`config.mk`:
```
export PLATFORM = sky130hd
export DESIGN_NAME = mdu_top
export DESIGN_NICKNAME = d
export VERILOG_FILES = /design/src/rtl/mdu_pkg.sv /design/src/rtl/mdu_mul_acc.sv /design/src/rtl/mdu_div.sv /design/src/rtl/mdu_top.sv
export SDC_FILE = /design/constraint.sdc
export NUM_CORES = 2
export LEC_CHECK = 0
export BUFFER_PORTS_ARGS = -buffer_cell sky130_fd_sc_hd__buf_2
export CORE_MARGIN = 5
export CORE_UTILIZATION = 32
export CTS_CLUSTER_DIAMETER = 200
export DETAILED_ROUTE_END_ITERATION = 8
export HOLD_SLACK_MARGIN = 0.03
export PLACE_DENSITY = 0.54
export SLEW_MARGIN = 30
export SYNTH_ARGS = -nofsm -noshare
export SYNTH_HDL_FRONTEND = slang
export SYNTH_HIERARCHICAL = 1
export SYNTH_SLANG_ARGS = --single-unit
export TNS_END_PERCENT = 20
```
`constraint.sdc`:
```
create_clock -name clk -period 11.8 [get_ports clk]
set_input_delay 0.59 -clock clk [delete_from_list [all_inputs] [get_ports clk]]
set_output_delay 0.59 -clock clk [all_outputs]
set_load 0.005 [all_outputs]
```
`src/rtl/mdu_pkg.sv`:
```
package mdu_pkg;
  typedef enum logic [3:0] {
    OP_NONE  = 4'd0,
    OP_MULT  = 4'd1,
    OP_MULTU = 4'd2,
    OP_MADD  = 4'd3,
    OP_MADDU = 4'd4,
    OP_MSUB  = 4'd5,
    OP_MSUBU = 4'd6,
    OP_MUL   = 4'd7,
    OP_DIV   = 4'd8,
    OP_DIVU  = 4'd9,
    OP_MTHI  = 4'd10,
    OP_MTLO  = 4'd11
  } mdu_op_e;

  function automatic logic op_is_mul(mdu_op_e op);
    return op inside {OP_MULT, OP_MULTU, OP_MADD, OP_MADDU, OP_MSUB, OP_MSUBU, OP_MUL};
  endfunction

  function automatic logic op_is_acc(mdu_op_e op);
    return op inside {OP_MADD, OP_MADDU, OP_MSUB, OP_MSUBU};
  endfunction

  function automatic logic op_is_signed_mul(mdu_op_e op);
    return op inside {OP_MULT, OP_MADD, OP_MSUB, OP_MUL};
  endfunction
endpackage

```
`src/rtl/mdu_mul_acc.sv`:
```
module mdu_mul_acc #(
  parameter int W = 32
) (
  input  logic           clk,
  input  logic           rst_n,
  input  logic           load_i,
  input  logic           sgn_i,
  input  logic [W-1:0]   a_i,
  input  logic [W-1:0]   b_i,
  input  logic [2*W-1:0] acc_i,
  input  logic           sub_i,
  input  logic           acc_sgn_i,
  input  logic           sat_i,
  output logic [2*W-1:0] prod_o,
  output logic [2*W-1:0] sum_o,
  output logic           ovf_o
);
  localparam int PW = 2 * W;
  localparam logic [PW-1:0] SMAX = {1'b0, {(PW-1){1'b1}}};
  localparam logic [PW-1:0] SMIN = {1'b1, {(PW-1){1'b0}}};

  logic signed [W:0]      ax, bx;
  logic signed [PW+1:0]   full;
  logic [PW-1:0]          prod_q;
  logic [PW:0]            ext_acc, ext_prod, raw;

  assign ax   = {sgn_i & a_i[W-1], a_i};
  assign bx   = {sgn_i & b_i[W-1], b_i};
  assign full = ax * bx;

  always_ff @(posedge clk or negedge rst_n) begin
    if (!rst_n)      prod_q <= '0;
    else if (load_i) prod_q <= full[PW-1:0];
  end

  assign ext_acc  = {acc_sgn_i & acc_i[PW-1], acc_i};
  assign ext_prod = {acc_sgn_i & prod_q[PW-1], prod_q};
  assign raw      = sub_i ? (ext_acc - ext_prod) : (ext_acc + ext_prod);

  always_comb begin
    ovf_o = acc_sgn_i & (raw[PW] ^ raw[PW-1]);
    if (ovf_o && sat_i) sum_o = raw[PW] ? SMIN : SMAX;
    else                sum_o = raw[PW-1:0];
  end

  assign prod_o = prod_q;

  a_r1_prod_hold: assert property (@(posedge clk) disable iff (!rst_n)
    !load_i |=> $stable(prod_o));
endmodule

```
`src/rtl/mdu_div.sv`:
```
module mdu_div #(
  parameter int W = 32
) (
  input  logic         clk,
  input  logic         rst_n,
  input  logic         start_i,
  input  logic         sgn_i,
  input  logic [W-1:0] a_i,
  input  logic [W-1:0] b_i,
  output logic [W-1:0] quo_o,
  output logic [W-1:0] rem_o
);
  localparam int IW = $clog2(W + 1);

  logic [W-1:0]  rem_q, quo_q, dvs_q;
  logic          qneg_q, rneg_q;
  logic [IW-1:0] iter_q;
  logic [W:0]    r_sh, diff;
  logic          ge;

  assign r_sh = {rem_q, quo_q[W-1]};
  assign diff = r_sh - {1'b0, dvs_q};
  assign ge   = ~diff[W];

  always_ff @(posedge clk or negedge rst_n) begin
    if (!rst_n) begin
      rem_q <= '0; quo_q <= '0; dvs_q <= '0;
      qneg_q <= 1'b0; rneg_q <= 1'b0;
      iter_q <= IW'(W);
    end else if (start_i) begin
      rem_q  <= '0;
      quo_q  <= (sgn_i && a_i[W-1]) ? (~a_i + 1'b1) : a_i;
      dvs_q  <= (sgn_i && b_i[W-1]) ? (~b_i + 1'b1) : b_i;
      qneg_q <= sgn_i & (a_i[W-1] ^ b_i[W-1]);
      rneg_q <= sgn_i & a_i[W-1];
      iter_q <= '0;
    end else if (iter_q != IW'(W)) begin
      rem_q  <= ge ? diff[W-1:0] : r_sh[W-1:0];
      quo_q  <= {quo_q[W-2:0], ge};
      iter_q <= iter_q + 1'b1;
    end
  end

  assign quo_o = qneg_q ? (~quo_q + 1'b1) : quo_q;
  assign rem_o = rneg_q ? (~rem_q + 1'b1) : rem_q;

  a_r5_iter_bound: assert property (@(posedge clk) disable iff (!rst_n)
    iter_q <= IW'(W));
  a_r5_iter_restart: assert property (@(posedge clk) disable iff (!rst_n)
    start_i |=> iter_q == '0);
endmodule

```
`src/rtl/mdu_top.sv`:
```
module mdu_top
  import mdu_pkg::*;
#(
  parameter int W       = 32,
  parameter int MUL_LAT = 4,
  parameter int ACC_LAT = 5
) (
  input  logic         clk,
  input  logic         rst_n,
  input  logic         cmd_valid,
  output logic         cmd_ready,
  input  logic [3:0]   cmd_op,
  input  logic [W-1:0] cmd_a,
  input  logic [W-1:0] cmd_b,
  input  logic         sat_en,
  input  logic         rd_valid,
  output logic         rd_ready,
  input  logic         rd_sel,
  output logic [W-1:0] rd_data,
  output logic         res_valid,
  output logic [W-1:0] res_data,
  output logic         busy,
  output logic         ovf_flag
);
  localparam int DIVU_LAT = W + 2;
  localparam int DIV_LAT  = W + 3;
  localparam int CW       = $clog2(W + ACC_LAT + MUL_LAT + 4);

  mdu_op_e       op_in, op_q;
  logic          busy_q, sat_q, ovf_q, res_valid_q;
  logic [CW-1:0] cnt_q, lat;
  logic [W-1:0]  hi_q, lo_q, res_q;
  logic          accept, mul_start, div_start;
  logic [2*W-1:0] prod, acc_sum;
  logic          acc_ovf;
  logic [W-1:0]  quo, rem;

  assign op_in     = mdu_op_e'(cmd_op);
  assign accept    = cmd_valid && !busy_q;
  assign mul_start = accept && op_is_mul(op_in);
  assign div_start = accept && (op_in inside {OP_DIV, OP_DIVU});

  always_comb begin
    case (op_in)
      OP_MULT, OP_MULTU, OP_MUL:           lat = CW'(MUL_LAT);
      OP_MADD, OP_MADDU, OP_MSUB, OP_MSUBU: lat = CW'(ACC_LAT);
      OP_DIVU:                              lat = CW'(DIVU_LAT);
      OP_DIV:                               lat = CW'(DIV_LAT);
      default:                              lat = CW'(1);
    endcase
  end

  mdu_mul_acc #(.W(W)) u_mul (
    .clk(clk), .rst_n(rst_n), .load_i(mul_start),
    .sgn_i(op_is_signed_mul(op_in)), .a_i(cmd_a), .b_i(cmd_b),
    .acc_i({hi_q, lo_q}), .sub_i(op_q inside {OP_MSUB, OP_MSUBU}),
    .acc_sgn_i(op_q inside {OP_MADD, OP_MSUB}), .sat_i(sat_q),
    .prod_o(prod), .sum_o(acc_sum), .ovf_o(acc_ovf)
  );

  mdu_div #(.W(W)) u_div (
    .clk(clk), .rst_n(rst_n), .start_i(div_start),
    .sgn_i(op_in == OP_DIV), .a_i(cmd_a), .b_i(cmd_b),
    .quo_o(quo), .rem_o(rem)
  );

  always_ff @(posedge clk or negedge rst_n) begin
    if (!rst_n) begin
      busy_q <= 1'b0; cnt_q <= '0; op_q <= OP_NONE; sat_q <= 1'b0;
      hi_q <= '0; lo_q <= '0; ovf_q <= 1'b0;
      res_valid_q <= 1'b0; res_q <= '0;
    end else begin
      res_valid_q <= 1'b0;
      if (accept) begin
        case (op_in)
          OP_MTHI: hi_q <= cmd_a;
          OP_MTLO: lo_q <= cmd_a;
          OP_MULT, OP_MULTU, OP_MADD, OP_MADDU, OP_MSUB, OP_MSUBU,
          OP_MUL, OP_DIV, OP_DIVU: begin
            busy_q <= 1'b1;
            cnt_q  <= lat - 1'b1;
            op_q   <= op_in;
            sat_q  <= sat_en;
          end
          default: ;
        endcase
      end else if (busy_q) begin
        if (cnt_q == '0) begin
          busy_q <= 1'b0;
          case (op_q)
            OP_MULT, OP_MULTU: {hi_q, lo_q} <= prod;
            OP_MADD, OP_MADDU, OP_MSUB, OP_MSUBU: begin
              {hi_q, lo_q} <= acc_sum;
              if (acc_ovf) ovf_q <= 1'b1;
            end
            OP_MUL: begin
              res_valid_q <= 1'b1;
              res_q       <= prod[W-1:0];
            end
            OP_DIV, OP_DIVU: begin
              hi_q <= rem;
              lo_q <= quo;
            end
            default: ;
          endcase
        end else begin
          cnt_q <= cnt_q - 1'b1;
        end
      end
    end
  end

  assign cmd_ready = !busy_q;
  assign rd_ready  = !busy_q;
  assign rd_data   = (rd_valid && !busy_q) ? (rd_sel ? hi_q : lo_q) : '0;
  assign res_valid = res_valid_q;
  assign res_data  = res_q;
  assign busy      = busy_q;
  assign ovf_flag  = ovf_q;

  // Checker state: counts busy cycles of the current operation.
  logic [CW-1:0] blen_q;
  always_ff @(posedge clk or negedge rst_n) begin
    if (!rst_n)                     blen_q <= '0;
    else if (accept)                blen_q <= CW'(1);
    else if (busy_q && cnt_q != '0) blen_q <= blen_q + 1'b1;
  end

  a_r1_mult_latency: assert property (@(posedge clk) disable iff (!rst_n)
    ($fell(busy_q) && op_q inside {OP_MULT, OP_MULTU}) |-> blen_q == CW'(MUL_LAT));
  a_r2_acc_latency: assert property (@(posedge clk) disable iff (!rst_n)
    ($fell(busy_q) && op_is_acc(op_q)) |-> blen_q == CW'(ACC_LAT));
  a_r5_divu_latency: assert property (@(posedge clk) disable iff (!rst_n)
    ($fell(busy_q) && op_q == OP_DIVU) |-> blen_q == CW'(DIVU_LAT));
  a_r6_div_latency: assert property (@(posedge clk) disable iff (!rst_n)
    ($fell(busy_q) && op_q == OP_DIV) |-> blen_q == CW'(DIV_LAT));
  a_r9_hilo_hold: assert property (@(posedge clk) disable iff (!rst_n)
    (busy_q && cnt_q != '0) |=> ($stable(hi_q) && $stable(lo_q)));
  a_r3_ovf_sticky: assert property (@(posedge clk) disable iff (!rst_n)
    ovf_q |=> ovf_q);
  a_r4_res_pulse: assert property (@(posedge clk) disable iff (!rst_n)
    res_valid_q |=> !res_valid_q);
  a_r4_res_after_busy: assert property (@(posedge clk) disable iff (!rst_n)
    res_valid_q |-> ($fell(busy_q) && op_q == OP_MUL));
  a_r8_mthi_now: assert property (@(posedge clk) disable iff (!rst_n)
    (accept && op_in == OP_MTHI) |=> (!busy_q && hi_q == $past(cmd_a)));
endmodule

```
# Yosys cells after proc, flatten, opt, wreduce, memory -nomap -nowiden
# Memories as Yosys holds them, arrays and structs flattened.
# Index checks and enable logic that the tools add are counted.
[word_totals] reg_bits=278 output_inout_bits=69 n_memories=1 latchBits=0 rom_bits=64 ram_bits=0 in_bits=74
[memory_table] name="(no name shown)" depth=16 word_bits=4 rd=1 rd_clocked_by_memory_dff=0 write_ports=0 line="mdu_top.sv:44" rtl="case (op_in)"
[classes] n_reduce_logical=28 mul=1 mux=38 shifts=0 order_cmp=0 eq_ne=25 add_sub_neg=10 div=0 bitwise_logic=15
[op_table] op="32-bit two-way mux" count=19
[op_table] op="32-bit case mux with 3 select lines" count=2
[op_table] op="32-bit by 1-bit adder with 32-bit output (second input constant)" count=4
[op_table] op="64-bit two-way mux" count=2
[op_table] op="32-bit NOT" count=4
[op_table] op="65-bit adder" count=1
[op_table] op="65-bit two-way mux" count=1
[op_table] op="65-bit subtractor" count=1
[op_table] op="33-bit by 33-bit multiplier with 64-bit output" count=1
[op_table] op="6-bit two-way mux" count=6
[op_table] op="33-bit by 32-bit subtractor with 33-bit output" count=1
[op_table] op="4-bit by 3-bit equality test with 1-bit output (second input constant)" count=8
[op_table] op="4-bit equality test (second input constant)" count=6
[op_table] op="4-bit by 2-bit equality test with 1-bit output (second input constant)" count=4
[op_table] op="4-bit AND reduction" count=3
[op_table] op="2-bit nonzero test" count=6
[op_table] op="6-bit by 1-bit subtractor with 6-bit output (second input constant)" count=2
[op_table] op="9-bit OR reduction" count=1
[op_table] op="4-bit by 1-bit equality test with 1-bit output (second input constant)" count=2
[op_table] op="1-bit two-way mux" count=8
[op_table] op="4-bit nonzero test" count=2
[op_table] op="1-bit bitwise AND" count=7
[op_table] op="1-bit logical AND" count=7
[op_table] op="7-bit nonzero test" count=1
[op_table] op="13 further kinds" count=18

# Logic depth before layout (Yosys ltp)
[depth] ltp_word=13 mapped_depth=35 ltp_nobuf=33

# By module
# The synthesis kept the hierarchy.
[modules_own_cells] module="mdu_mul_acc" seq_area_each_um2=1601.5 n_inst=1 area_per_inst_um2=45648.8 cells_each=5164
[modules_own_cells] module="mdu_div" seq_area_each_um2=2603.7 n_inst=1 area_per_inst_um2=8672.1 cells_each=1092
[modules_own_cells] module="mdu_top" seq_area_each_um2=2752.6 n_inst=1 area_per_inst_um2=6528.8 cells_each=582

# Worst setup path after synthesis
# OpenSTA, ideal clock, no wires.
[synth_path] path_kind="input-to-reg" from="input port cmd_op[1]" to="register u_mul.prod_q[63], in the netlist u_mul/prod_o[63]" arrival_time_ps=8812 setup_ps=125 path_slack_ps=2863 stages=32 path_buffers=2 cell_sequence="inv_1 > ha_1 > nor2_1 > nor2_1 > clkbuf_1 > and2_1 > clkbuf_1 > nand2_1 > inv_1 > fa_1 > fa_1 > fa_1 > inv_1 > fa_1 > inv_1 > fa_1 > fa_1 > inv_1 > fa_1 > fa_1 > inv_1 > ha_1 > a21oi_1 > nand2_1 > a21o_1 > a21oi_1 > a31o_2 > o21ai_0 > a31oi_1 > o31ai_1 > xnor2_1 > mux2_2"
[synth_via] elab_chain_len=4 elab_cells_between_ends=13 cone_classes="1 x mul; 7 x eq/ne; 2 x bitwise; 3 x reduce/logical"
[synth_rtl] element="from (decl)" line="mdu_top.sv:12" rtl="input logic [3:0] cmd_op,"
[synth_rtl] element="4-bit by 1-bit equality test with 1-bit output (tied with other cells)" line="mdu_pkg.sv:18, mdu_pkg.sv:26"
[synth_rtl] element="4-bit nonzero test" line="mdu_pkg.sv:26" rtl="return op inside {OP_MULT, OP_MADD, OP_MSUB, OP_MUL};"
[synth_rtl] element="1-bit bitwise AND (on tied branches)" line="mdu_mul_acc.sv:27, mdu_mul_acc.sv:28"
[synth_rtl] element="33-bit by 33-bit multiplier with 64-bit output" line="mdu_mul_acc.sv:29" rtl="assign full = ax * bx;"
[synth_rtl] element="to (signal assigned)" line="mdu_mul_acc.sv:33" rtl="else if (load_i) prod_q <= full[PW-1:0];"
[synth_rtl] element="to (decl)" line="mdu_mul_acc.sv:24" rtl="logic [PW-1:0] prod_q;"
# Several ways; a longest one is shown, not always the timed one.
# A chain may end at the register's enable or synchronous reset.

# Final worst setup path
# Same ends and word-level chain as after synthesis.

==> results.md <==
- Crit path largest cell delay: approximately 1.1 ns
- H-tree level count: 1
- Die width: around 450 um
- Commonest non-fill, non-tap cells in the layout: 1,184 x inv_1, 1,127 x fa_1, 947 x nand2_1, 354 x and2_1, 322 x ha_1
- Tcrit/Tclk final: approximately 79%
- Synth unique cells: 89
- Via-to-Cell Ratio: between 5 and 6
- Pin count of the biggest net entering global routing: approximately 110
- Share of layout cells above drive strength 1: 7.400%
- Clock buffer count from CTS: 31
- Core area: about 0.19 mm^2
- Clk_lat worst skew: 0.64 ns
- Synthesized instance count: approximately 6.8k
- Endpoint, Worst Hold: sat_q$_DFFE_PN0P_
- Mean Syn Cell Area: 8.899 um^2
- First-pass DRT Iterations: 6
- Setup crit end kind: register
- Vias in the first global route: a little over 50k
- Synth Cell Area: between 0.06 and 0.07 mm^2
- IO buf count: 142
- YS warnings: 6
- Hold path start: sat_en
- Drc violations: 0
- Worst path slowest cell: fa_1
- Worst-Margin Slew: ~1.0 ns
- DP Wirelength: roughly 160,000 um
- Initial drt markers: approximately 3.4k
- Clk buf depth: 3
- I/O pin total: roughly 140
- Reg-to-reg critical path startpoint: u_mul/prod_o[4]$_DFFE_PN0P_
- #FFs+latches synth: 278
- Worst clock skew: roughly 0.044 ns
- Status: completed
- Fin util: 34.31%
- Cell count of the worst hold path: 2
- Finish-stage setup viols: 0
- Final Wtd Congestion: 0.9602
- Total grt overflow: 0
- Most common cell after layout, fill and taps aside: inv_1
- Sink Count: 278
- Post-DR wirelength/cell: around 22 um
- Synth async-reset ratio: between 90% and 100%
- Pre-CTS WS: ~1.7 ns
- Final setup margin: approximately 2.5 ns
- Vias post-DR: about 48k
- Setup TNS: 0 ns
- Overall routing resource usage: 20.25%
- Initial antenna violation count: 22
- Layout area overhead: 6.880%
- CP max FO: 11
- Postcts setup bufs: 0
- RR Endpoint: lo_q[23]$_DFFE_PN0P_
- CTS tree: yes
- Fmax: 107.2 MHz
- Top FF cell, synth: dfrtp_1
- EDFF count, synth: 0
- Period minus WS final: between 9 and 10 ns
- Post-CTS Resized: 0
- Die height: around 450 um
- Critical path class: in2reg
- Setup crit start kind: input pin
- Post-Synthesis Net Count: approximately 8.4k
- Min-Delay Path Class: in2reg
- WP data required: around 12 ns
- Unrepaired setup endpoints after global routing: no
- Initial Util: about 32%
- Cell depth of the worst flop-to-flop path: 26
- Clk pin slew, worst setup/hold paths: 0.06 ns
- CTS root buf: clkbuf_16
- Worst path bufs/invs: 7
- CP top delay family: adder cells
- Hold buffers post-CTS: 1
- MaxCap Viol Count: 0
- Die area: just under 0.2 mm^2
- Top cell by count, worst path: fa_1
- Slew HR: about 33%
- Crit path DAT: 9.82 ns
- Nets: ~8.2k
- Routed Wire Length: between 200,000 and 250,000 um
- Post-synthesis sequential area ratio: a little under an eighth
- Hold Fails Final Rpt: 0
- Row count: between 150 and 200
- Max-slew violations: 0
- First-pass GRT wire length: about 310,000 um
- Final ANT Viol Nets: 0
- Reg2Reg Setup Slack: ~3.3 ns
[kinds of logic after synthesis]
family | Yosys count | synth area share (%)
buffers and inverters | 1572 | 9.927
XOR/XNOR | 354 | 5.095
flip-flops | 278 | 11.43
multiplexers | 208 | 3.892
AND/OR/NAND/NOR | 1987 | 15.24
adder cells (fa/ha/maj) | 1449 | 43.70
AO/OA/AOI/OAI | 990 | 10.71
[layout make-up]
type                       count  area, um^2
multi-input combinational   4988       47960
inverter                    1185        4448
clock inverter                16       205.2
timing repair buffer         238        1486
clock buffer                  38       802.0
antenna                       15       37.54
fill                       19560      124500
sequential                   278        6958
tap                         2511        3142
[layer usage]
layer / share of wire (%) / GRT usage (%) / vias to the layer above
li1: - / - / 21320
met1: 44 / 27.95 / 24810
met2: 46 / 33.41 / 1451
met3: 6.4 / 2.840 / 248
met4: 3.0 / 5.443 / 6
met5: 0.018 / 0 / -
[through the flow]
| stage | instance area, um^2 | hold slack [ns] | std cells |
|---|---|---|---|
| 3_5_place_dp | 63950 | 0.4990 | 9198 |
| 6_report | 65040 | 0.2324 | 9269 |
| 4_1_cts | 64970 | 0.2102 | 9253 |
| 2_1_floorplan | 60850 | 0.2944 | 6838 |
| 5_1_grt | 65000 | 0.2223 | 9256 |
| 3_3_place_gp | 63920 | 0.4927 | 9197 |
[worst max path at each step]
stage / from / end / cells past startpoint
2_1_floorplan: cmd_op[1] / u_mul/prod_o[63]$_DFFE_PN0P_ / 32
3_3_place_gp: cmd_op[1] / u_mul/prod_o[63]$_DFFE_PN0P_ / 31
3_5_place_dp: cmd_op[1] / u_mul/prod_o[63]$_DFFE_PN0P_ / 31
4_1_cts: cmd_op[1] / u_mul/prod_o[63]$_DFFE_PN0P_ / 31
5_1_grt: cmd_op[1] / u_mul/prod_o[63]$_DFFE_PN0P_ / 31
6_report: cmd_op[1] / u_mul/prod_o[63]$_DFFE_PN0P_ / 31
[cells in the mapped netlist (all sizes together) (22+ instances only)]
cell | count | share of area, %
inv | 1184 | 7.3
fa | 1127 | 37
nand2 | 948 | 5.9
and2 | 354 | 3.6
clkbuf | 336 | 2.1
ha | 322 | 6.6
nor2 | 314 | 1.9
a21oi | 286 | 2.4
dfrtp | 277 | 11
xnor2 | 249 | 3.6
o21ai | 231 | 2.0
mux2 | 142 | 2.8
xor2 | 105 | 1.5
nor3 | 87 | 0.74
a21o | 84 | 1.0
a221oi | 69 | 0.99
mux2i | 66 | 1.1
o2bb2ai | 65 | 0.94
buf | 51 | 0.54
and3 | 47 | 0.48
nand3 | 47 | 0.39
nand4 | 40 | 0.41
o31ai | 38 | 0.49
a211oi | 37 | 0.46
nand2b | 34 | 0.35
a31oi | 33 | 0.34
or4 | 26 | 0.35
nor4 | 22 | 0.26
[registers in the layout, indices dropped and copies added (netlist names), 4 cells and up]
register / flops
u_div/quo_q: 32
cnt_q: 6
u_div/dvs_q: 32
u_div/iter_q: 6
res_data: 32
lo_q: 32
hi_q: 32
op_q: 4
u_div/rem_q: 32
u_mul/prod_o: 64
Power is not shown: default switching activity piles up to over one toggle a cycle in this logic, so the estimate is an artifact.
